--- config.mk ---
export PLATFORM = sky130hd
export DESIGN_NAME = pin_xbar
export DESIGN_NICKNAME = d
export VERILOG_FILES = /design/src/rtl/pxb_pkg.sv /design/src/rtl/pxb_cfg_regs.sv /design/src/rtl/pxb_in_route.sv /design/src/rtl/pxb_out_route.sv /design/src/rtl/pin_xbar.sv
export SDC_FILE = /design/constraint.sdc
export NUM_CORES = 1
export LEC_CHECK = 0
export ABC_AREA = 0
export ABC_CLOCK_PERIOD_IN_PS = 2200
export BUFFER_PORTS_ARGS = -buffer_cell sky130_fd_sc_hd__buf_2
export CORE_MARGIN = 4
export CORE_UTILIZATION = 50
export CTS_CLUSTER_SIZE = 30
export DETAILED_ROUTE_END_ITERATION = 8
export HOLD_SLACK_MARGIN = 0.03
export PLACE_DENSITY_LB_ADDON = 0.3
export SYNTH_ARGS = -nofsm -noshare
export SYNTH_HDL_FRONTEND = slang
export SYNTH_SLANG_ARGS = --single-unit
--- constraint.sdc ---
create_clock -name clk -period 2.2 [get_ports clk]
set_clock_uncertainty 0.05 [all_clocks]
set_input_delay 0.44 -clock clk [delete_from_list [all_inputs] [get_ports clk]]
set_output_delay 0.44 -clock clk [all_outputs]
set_load 0.02 [all_outputs]
--- src/rtl/pxb_pkg.sv ---
package pxb_pkg;
  localparam int SEL_W  = 6;
  localparam int REG_W  = 16;
  localparam int HI_LSB = 8;
  typedef logic [SEL_W-1:0] sel_t;
endpackage

--- src/rtl/pxb_cfg_regs.sv ---
module pxb_cfg_regs
  import pxb_pkg::*;
#(
  parameter int NUM_PIN_IN = 6,
  parameter int NUM_PINS   = 8,
  parameter int ADDR_W     = 3,
  parameter int OUT_BASE   = 3,
  parameter int ALT_ADDR   = 7
) (
  input  logic              clk,
  input  logic              rst,
  input  logic              cfg_we,
  input  logic [ADDR_W-1:0] cfg_addr,
  input  logic [REG_W-1:0]  cfg_wdata,
  output logic [REG_W-1:0]  cfg_rdata,
  output sel_t              in_sel  [NUM_PIN_IN],
  output sel_t              out_sel [NUM_PINS],
  output logic              alt_en
);

  for (genvar f = 0; f < NUM_PIN_IN; f++) begin : g_in
    localparam int LSB = (f % 2) * HI_LSB;
    always_ff @(posedge clk) begin
      if (rst) in_sel[f] <= '0;
      else if (cfg_we && cfg_addr == ADDR_W'(f / 2)) in_sel[f] <= cfg_wdata[LSB +: SEL_W];
    end

    r1_in_write_chk: assert property (@(posedge clk) disable iff (rst)
      cfg_we && cfg_addr == ADDR_W'(f / 2) |=> in_sel[f] == $past(cfg_wdata[LSB +: SEL_W]));

    r2_in_reset_chk: assert property (@(posedge clk) disable iff (rst)
      $past(rst) |-> in_sel[f] == '0);
  end

  for (genvar f = 0; f < NUM_PINS; f++) begin : g_out
    localparam int LSB = (f % 2) * HI_LSB;
    always_ff @(posedge clk) begin
      if (rst) out_sel[f] <= '0;
      else if (cfg_we && cfg_addr == ADDR_W'(OUT_BASE + f / 2)) out_sel[f] <= cfg_wdata[LSB +: SEL_W];
    end

    r2_out_reset_chk: assert property (@(posedge clk) disable iff (rst)
      $past(rst) |-> out_sel[f] == '0);
  end

  always_ff @(posedge clk) begin
    if (rst) alt_en <= 1'b0;
    else if (cfg_we && cfg_addr == ADDR_W'(ALT_ADDR)) alt_en <= cfg_wdata[0];
  end

  always_comb begin
    cfg_rdata = '0;
    for (int f = 0; f < NUM_PIN_IN; f++)
      if (cfg_addr == ADDR_W'(f / 2)) cfg_rdata[(f % 2) * HI_LSB +: SEL_W] = in_sel[f];
    for (int f = 0; f < NUM_PINS; f++)
      if (cfg_addr == ADDR_W'(OUT_BASE + f / 2)) cfg_rdata[(f % 2) * HI_LSB +: SEL_W] = out_sel[f];
    if (cfg_addr == ADDR_W'(ALT_ADDR)) cfg_rdata[0] = alt_en;
  end

endmodule

--- src/rtl/pxb_in_route.sv ---
module pxb_in_route
  import pxb_pkg::*;
#(
  parameter int NUM_PIN_IN = 6,
  parameter int NUM_PINS   = 8
) (
  input  logic                  clk,
  input  logic                  rst,
  input  sel_t                  in_sel [NUM_PIN_IN],
  input  logic [NUM_PINS-1:0]   pin_in,
  input  logic [NUM_PINS-1:0]   pin_analog,
  output logic [NUM_PIN_IN-1:0] periph_in
);

  logic [NUM_PINS-1:0] pin_digital;
  assign pin_digital = pin_in & ~pin_analog;

  for (genvar i = 0; i < NUM_PIN_IN; i++) begin : g_sel
    always_comb begin
      periph_in[i] = 1'b0;
      for (int p = 0; p < NUM_PINS; p++)
        if (in_sel[i] == SEL_W'(p)) periph_in[i] = pin_digital[p];
    end

    r4_range_chk: assert property (@(posedge clk) disable iff (rst)
      in_sel[i] >= SEL_W'(NUM_PINS) |-> !periph_in[i]);

    r5_analog_chk: assert property (@(posedge clk) disable iff (rst)
      (in_sel[i] < SEL_W'(NUM_PINS)) && |(pin_analog & (NUM_PINS'(1) << in_sel[i])) |-> !periph_in[i]);
  end

endmodule

--- src/rtl/pxb_out_route.sv ---
module pxb_out_route
  import pxb_pkg::*;
#(
  parameter int NUM_PINS  = 8,
  parameter int NUM_POUT  = 5,
  parameter int SCLK_CODE = 3
) (
  input  logic                clk,
  input  logic                rst,
  input  sel_t                out_sel [NUM_PINS],
  input  logic                alt_en,
  input  logic [NUM_POUT-1:0] periph_out,
  input  logic [NUM_PINS-1:0] port_out,
  input  logic [NUM_PINS-1:0] port_oe,
  input  logic [NUM_PINS-1:0] ded_en,
  input  logic [NUM_PINS-1:0] ded_out,
  output logic [NUM_PINS-1:0] pad_out,
  output logic [NUM_PINS-1:0] pad_oe
);

  for (genvar p = 0; p < NUM_PINS; p++) begin : g_pin
    logic remap_hit;
    logic remap_val;

    always_comb begin
      remap_hit = 1'b0;
      remap_val = 1'b0;
      for (int c = 1; c <= NUM_POUT; c++) begin
        if (out_sel[p] == SEL_W'(c) && !(alt_en && c == SCLK_CODE)) begin
          remap_hit = 1'b1;
          remap_val = periph_out[c-1];
        end
      end
    end

    always_comb begin
      if (ded_en[p]) begin
        pad_out[p] = ded_out[p];
        pad_oe[p]  = 1'b1;
      end else if (remap_hit) begin
        pad_out[p] = remap_val;
        pad_oe[p]  = 1'b1;
      end else begin
        pad_out[p] = port_out[p];
        pad_oe[p]  = port_oe[p];
      end
    end


    r8_ded_prio_chk: assert property (@(posedge clk) disable iff (rst)
      ded_en[p] |-> pad_oe[p] && pad_out[p] == ded_out[p]);

    r7_null_chk: assert property (@(posedge clk) disable iff (rst)
      !ded_en[p] && (out_sel[p] == '0 || out_sel[p] > SEL_W'(NUM_POUT))
        |-> pad_out[p] == port_out[p] && pad_oe[p] == port_oe[p]);

    r10_alt_block_chk: assert property (@(posedge clk) disable iff (rst)
      !ded_en[p] && alt_en && out_sel[p] == SEL_W'(SCLK_CODE)
        |-> pad_out[p] == port_out[p] && pad_oe[p] == port_oe[p]);
  end

endmodule

--- src/rtl/pin_xbar.sv ---
module pin_xbar
  import pxb_pkg::*;
#(
  parameter int NUM_PINS   = 8,
  parameter int NUM_PIN_IN = 6,
  parameter int NUM_POUT   = 5,
  parameter int SCLK_CODE  = 3,
  localparam int IN_REGS   = (NUM_PIN_IN + 1) / 2,
  localparam int OUT_REGS  = (NUM_PINS + 1) / 2,
  localparam int OUT_BASE  = IN_REGS,
  localparam int ALT_ADDR  = IN_REGS + OUT_REGS,
  localparam int ADDR_W    = $clog2(ALT_ADDR + 1)
) (
  input  logic                  clk,
  input  logic                  rst,
  input  logic                  cfg_we,
  input  logic [ADDR_W-1:0]     cfg_addr,
  input  logic [15:0]           cfg_wdata,
  output logic [15:0]           cfg_rdata,
  input  logic [NUM_PINS-1:0]   pin_in,
  input  logic [NUM_PINS-1:0]   pin_analog,
  input  logic [NUM_PINS-1:0]   port_out,
  input  logic [NUM_PINS-1:0]   port_oe,
  input  logic [NUM_PINS-1:0]   ded_en,
  input  logic [NUM_PINS-1:0]   ded_out,
  input  logic [NUM_POUT-1:0]   periph_out,
  output logic [NUM_PIN_IN-1:0] periph_in,
  output logic [NUM_PINS-1:0]   pad_out,
  output logic [NUM_PINS-1:0]   pad_oe,
  output logic                  alt_sclk_pad
);

  sel_t in_sel  [NUM_PIN_IN];
  sel_t out_sel [NUM_PINS];
  logic alt_en;

  pxb_cfg_regs #(
    .NUM_PIN_IN(NUM_PIN_IN), .NUM_PINS(NUM_PINS), .ADDR_W(ADDR_W),
    .OUT_BASE(OUT_BASE), .ALT_ADDR(ALT_ADDR)
  ) u_regs (
    .clk(clk), .rst(rst), .cfg_we(cfg_we), .cfg_addr(cfg_addr),
    .cfg_wdata(cfg_wdata), .cfg_rdata(cfg_rdata),
    .in_sel(in_sel), .out_sel(out_sel), .alt_en(alt_en)
  );

  pxb_in_route #(.NUM_PIN_IN(NUM_PIN_IN), .NUM_PINS(NUM_PINS)) u_in (
    .clk(clk), .rst(rst), .in_sel(in_sel), .pin_in(pin_in),
    .pin_analog(pin_analog), .periph_in(periph_in)
  );

  pxb_out_route #(.NUM_PINS(NUM_PINS), .NUM_POUT(NUM_POUT), .SCLK_CODE(SCLK_CODE)) u_out (
    .clk(clk), .rst(rst), .out_sel(out_sel), .alt_en(alt_en),
    .periph_out(periph_out), .port_out(port_out), .port_oe(port_oe),
    .ded_en(ded_en), .ded_out(ded_out), .pad_out(pad_out), .pad_oe(pad_oe)
  );

  assign alt_sclk_pad = alt_en & periph_out[SCLK_CODE-1];


  r10_alt_pad_chk: assert property (@(posedge clk) disable iff (rst)
    !alt_en |-> !alt_sclk_pad);

endmodule

==> flow_metrics.tcl <==
set metrics [dict create \
    outcome "finished with violations" \
    violations "setup timing" \
    peakVddDrop_mv 0.394 \
    async_flop_share 0 \
    worstPathArrival_ps 2020 \
    cap_viol_max_count 0 \
    avgSynthCellArea_sq_um 7.26 \
    seqPwrFrac 0.445 \
    slew_headroom 0.489 \
    p_comb_frac 0.246 \
    synth_edf_count 0 \
    cts_sinks 85 \
    critPathKind "reg -> out" \
    crit_end "pad_out[2]" \
    numCtsBuffers 9 \
    dp_cells 982 \
    diodes 0 \
    instances_no_fill 1030 \
    die_w_um 111 \
    core_area_sq_um 10300 \
    grt_pass1_wl_um 31800 \
    start_kind "flip-flop" \
    ant_nets 0 \
    ys_dominant_reg_cell "dfxtp_1" \
    synth_cells 730 \
    first_iter_violations 649 \
    cts.path.max_buffers 2 \
    via_per_inst 6.09 \
    rsz0062_at_grt "yes" \
    start_util 0.514 \
    holdPathStages 3 \
    cp_max_fo 4 \
    netSwitchingFraction 0.305 \
    r2r_setup_slack_ps 1240 \
    ys_ff_latch 85 \
    final_net_count 965 \
    track_usage 0.326 \
    area_growth_pct 40.7 \
    pin_count 114 \
    syn_area_sq_um 5300 \
    timing.rr.end "u_regs.alt_en" \
    period_minus_slack_ps 2510 \
    post-route-drc-count 0 \
    hold_class "in -> reg" \
    gp_congestion 0.954 \
    antenna_found_initial 0 \
    reg2reg_depth 3 \
    crit_path_end_kind "primary output" \
    finalHoldViolCount 0 \
    grt_pass1_vias 6100 \
    cp.required_ps 1710 \
    pwr-share-clk 0.309 \
    setup_tns_ps -2170 \
    fin_crit_sh 1.14 \
    layout_setup_ws_ps -311 \
    internal_power_mw 2.51 \
    setup_viol 17 \
    fillers 817 \
    wl_per_cell_um 20.0 \
    finalWirelength_um 20600 \
    clock_latency_ps 360 \
    fmax_mhz 398 \
    place.detailed.hpwl_um 14400 \
    grt_overflow 0 \
    drive_gt1_frac 0.403 \
    num_vias 6277 \
    first_pass_iters 6 \
    p_switching_mw 1.10 \
    chipHeight_um 111 \
    power_density_nw_per_um2 484 \
    synth_cell_type_count 54 \
    ys_seq_area_frac 0.321 \
    hold_slack_ps 386 \
    grt_max_degree 49 \
    worst_pin_slew_ps 763 \
    total_power_mw 3.61 \
    cts_tree "built" \
    p_leak_nw 2.85 \
    numPortBuffers 105 \
    rr_startpoint "u_regs.alt_en" \
    yosysWarnings 0 \
    die-area_sq_um 12300 \
    htreeDepth 3 \
    core.rowCount 37 \
    startpoint "u_regs.out_sel[32]" \
    clock-root-buffer "clkbuf_8" \
    drv_slew 0 \
    clkTransAtPathRegs_ps 80 \
]
final cells by class:
| cell class | count | area [sq um] | area share |
|---|---|---|---|
| Sequential cell | 85 | 1790 | 0.241 |
| Clock buffer | 12 | 145 | 0.0195 |
| Inverter | 13 | 56.3 | 0.00755 |
| Timing Repair inverter | 1 | 7.51 | 0.00101 |
| Clock inverter | 3 | 46.3 | 0.00621 |
| Multi-Input combinational cell | 574 | 3740 | 0.502 |
| Tap cell | 136 | 170 | 0.0228 |
| Timing Repair Buffer | 206 | 1500 | 0.201 |
routing by layer:
metal,up-vias,GRT usage,share of wire
met5,-,0,0
met4,0,0.189,0.054
met3,80,0.0568,0.084
met2,339,0.534,0.48
met1,2948,0.401,0.38
li1,2910,-,-
cell usage after synthesis, drive strengths merged, types with 10 or more instances:
library cell | number | area share
nor2b | 20 | 0.024
mux4 | 12 | 0.051
a21oi | 98 | 0.092
nor3 | 23 | 0.022
nand3 | 11 | 0.010
dfxtp | 85 | 0.32
clkbuf | 39 | 0.028
buf | 22 | 0.022
o21ai | 26 | 0.025
nand2 | 204 | 0.14
nand2b | 10 | 0.012
inv | 13 | 0.0092
nor2 | 32 | 0.023
mux2i | 16 | 0.030
a221oi | 15 | 0.025
power groups by stage:
stage                     Clock (mW)  Sequential [mW]  Combinational, mW
after floorplan                    0             1.63              0.429
after global placement             0             1.65              0.710
after detailed placement           0             1.65              0.726
after CTS                       1.11             1.61              0.831
after global routing            1.19             1.61              0.943
final                           1.11             1.61              0.888
stage by stage:
stage	cell area, sq um	setup WS [ps]	utilization
final	7460	-311	0.723
after global routing	7460	-375	0.723
after CTS	7250	-326	0.702
after detailed placement	6360	-413	0.616
after global placement	6360	-401	0.616
after floorplan	5400	1.17	-
worst min path at each step:
stage / start / to / slack [ps]
6_report: cfg_wdata[8] / u_regs.out_sel[0] / 390
5_1_grt: cfg_wdata[5] / u_regs.in_sel[35] / 370
4_1_cts: cfg_wdata[4] / u_regs.out_sel[46] / 370
3_5_place_dp: u_regs.in_sel[17] / u_regs.in_sel[17] / 420
3_3_place_gp: u_regs.out_sel[10] / u_regs.out_sel[10] / 410
2_1_floorplan: u_regs.out_sel[10] / u_regs.out_sel[10] / 390
worst max-delay path, stage by stage, from the launching register on:
cell	delay, ps
dfxtp_1	310
or4_4	570
o31ai_2	230
a311oi_2	130
a221oi_2	240
buf_4	180
repair_timing:
| action | 4_1_cts | 5_1_grt |
|---|---|---|
| pin swaps | 36 | 25 |
| hold endpoints to repair | 0 | 0 |
| hold buffers | 0 | 0 |
| setup buffers | 23 | 8 |
| resized for setup | 146 | 48 |
| endpoints found under the setup margin | 29 | 30 |
| cloned | 3 | 0 |
state kept, by name, indices dropped and copies added, names as in the netlist:
signal / cells
u_regs.out_sel: 48
u_regs.in_sel: 36
u_regs.alt_en: 1
cell usage in the layout (no fill, tap or decap), types with 14 or more instances in the layout:
cell     netlist  routed
dfxtp_4        0      15
nand2_1      204     204
dfxtp_2        0      29
nor3_1        23      21
nor2_1        31      25
buf_4          4      98
a21oi_1       98      94
o21ai_0       25      15
buf_2         17      85
dfxtp_1       85      41
mux2i_1       16      14
cells by family after synthesis:
kind of cell / count (synthesis) / synth area share
AND/OR/NAND/NOR: 333 / 0.280
AO/OA/AOI/OAI: 200 / 0.239
flip-flops: 85 / 0.321
buffers and inverters: 74 / 0.0592
multiplexers: 37 / 0.100
other: 1 / 0.000707
Power figures use the tool's default switching activity.
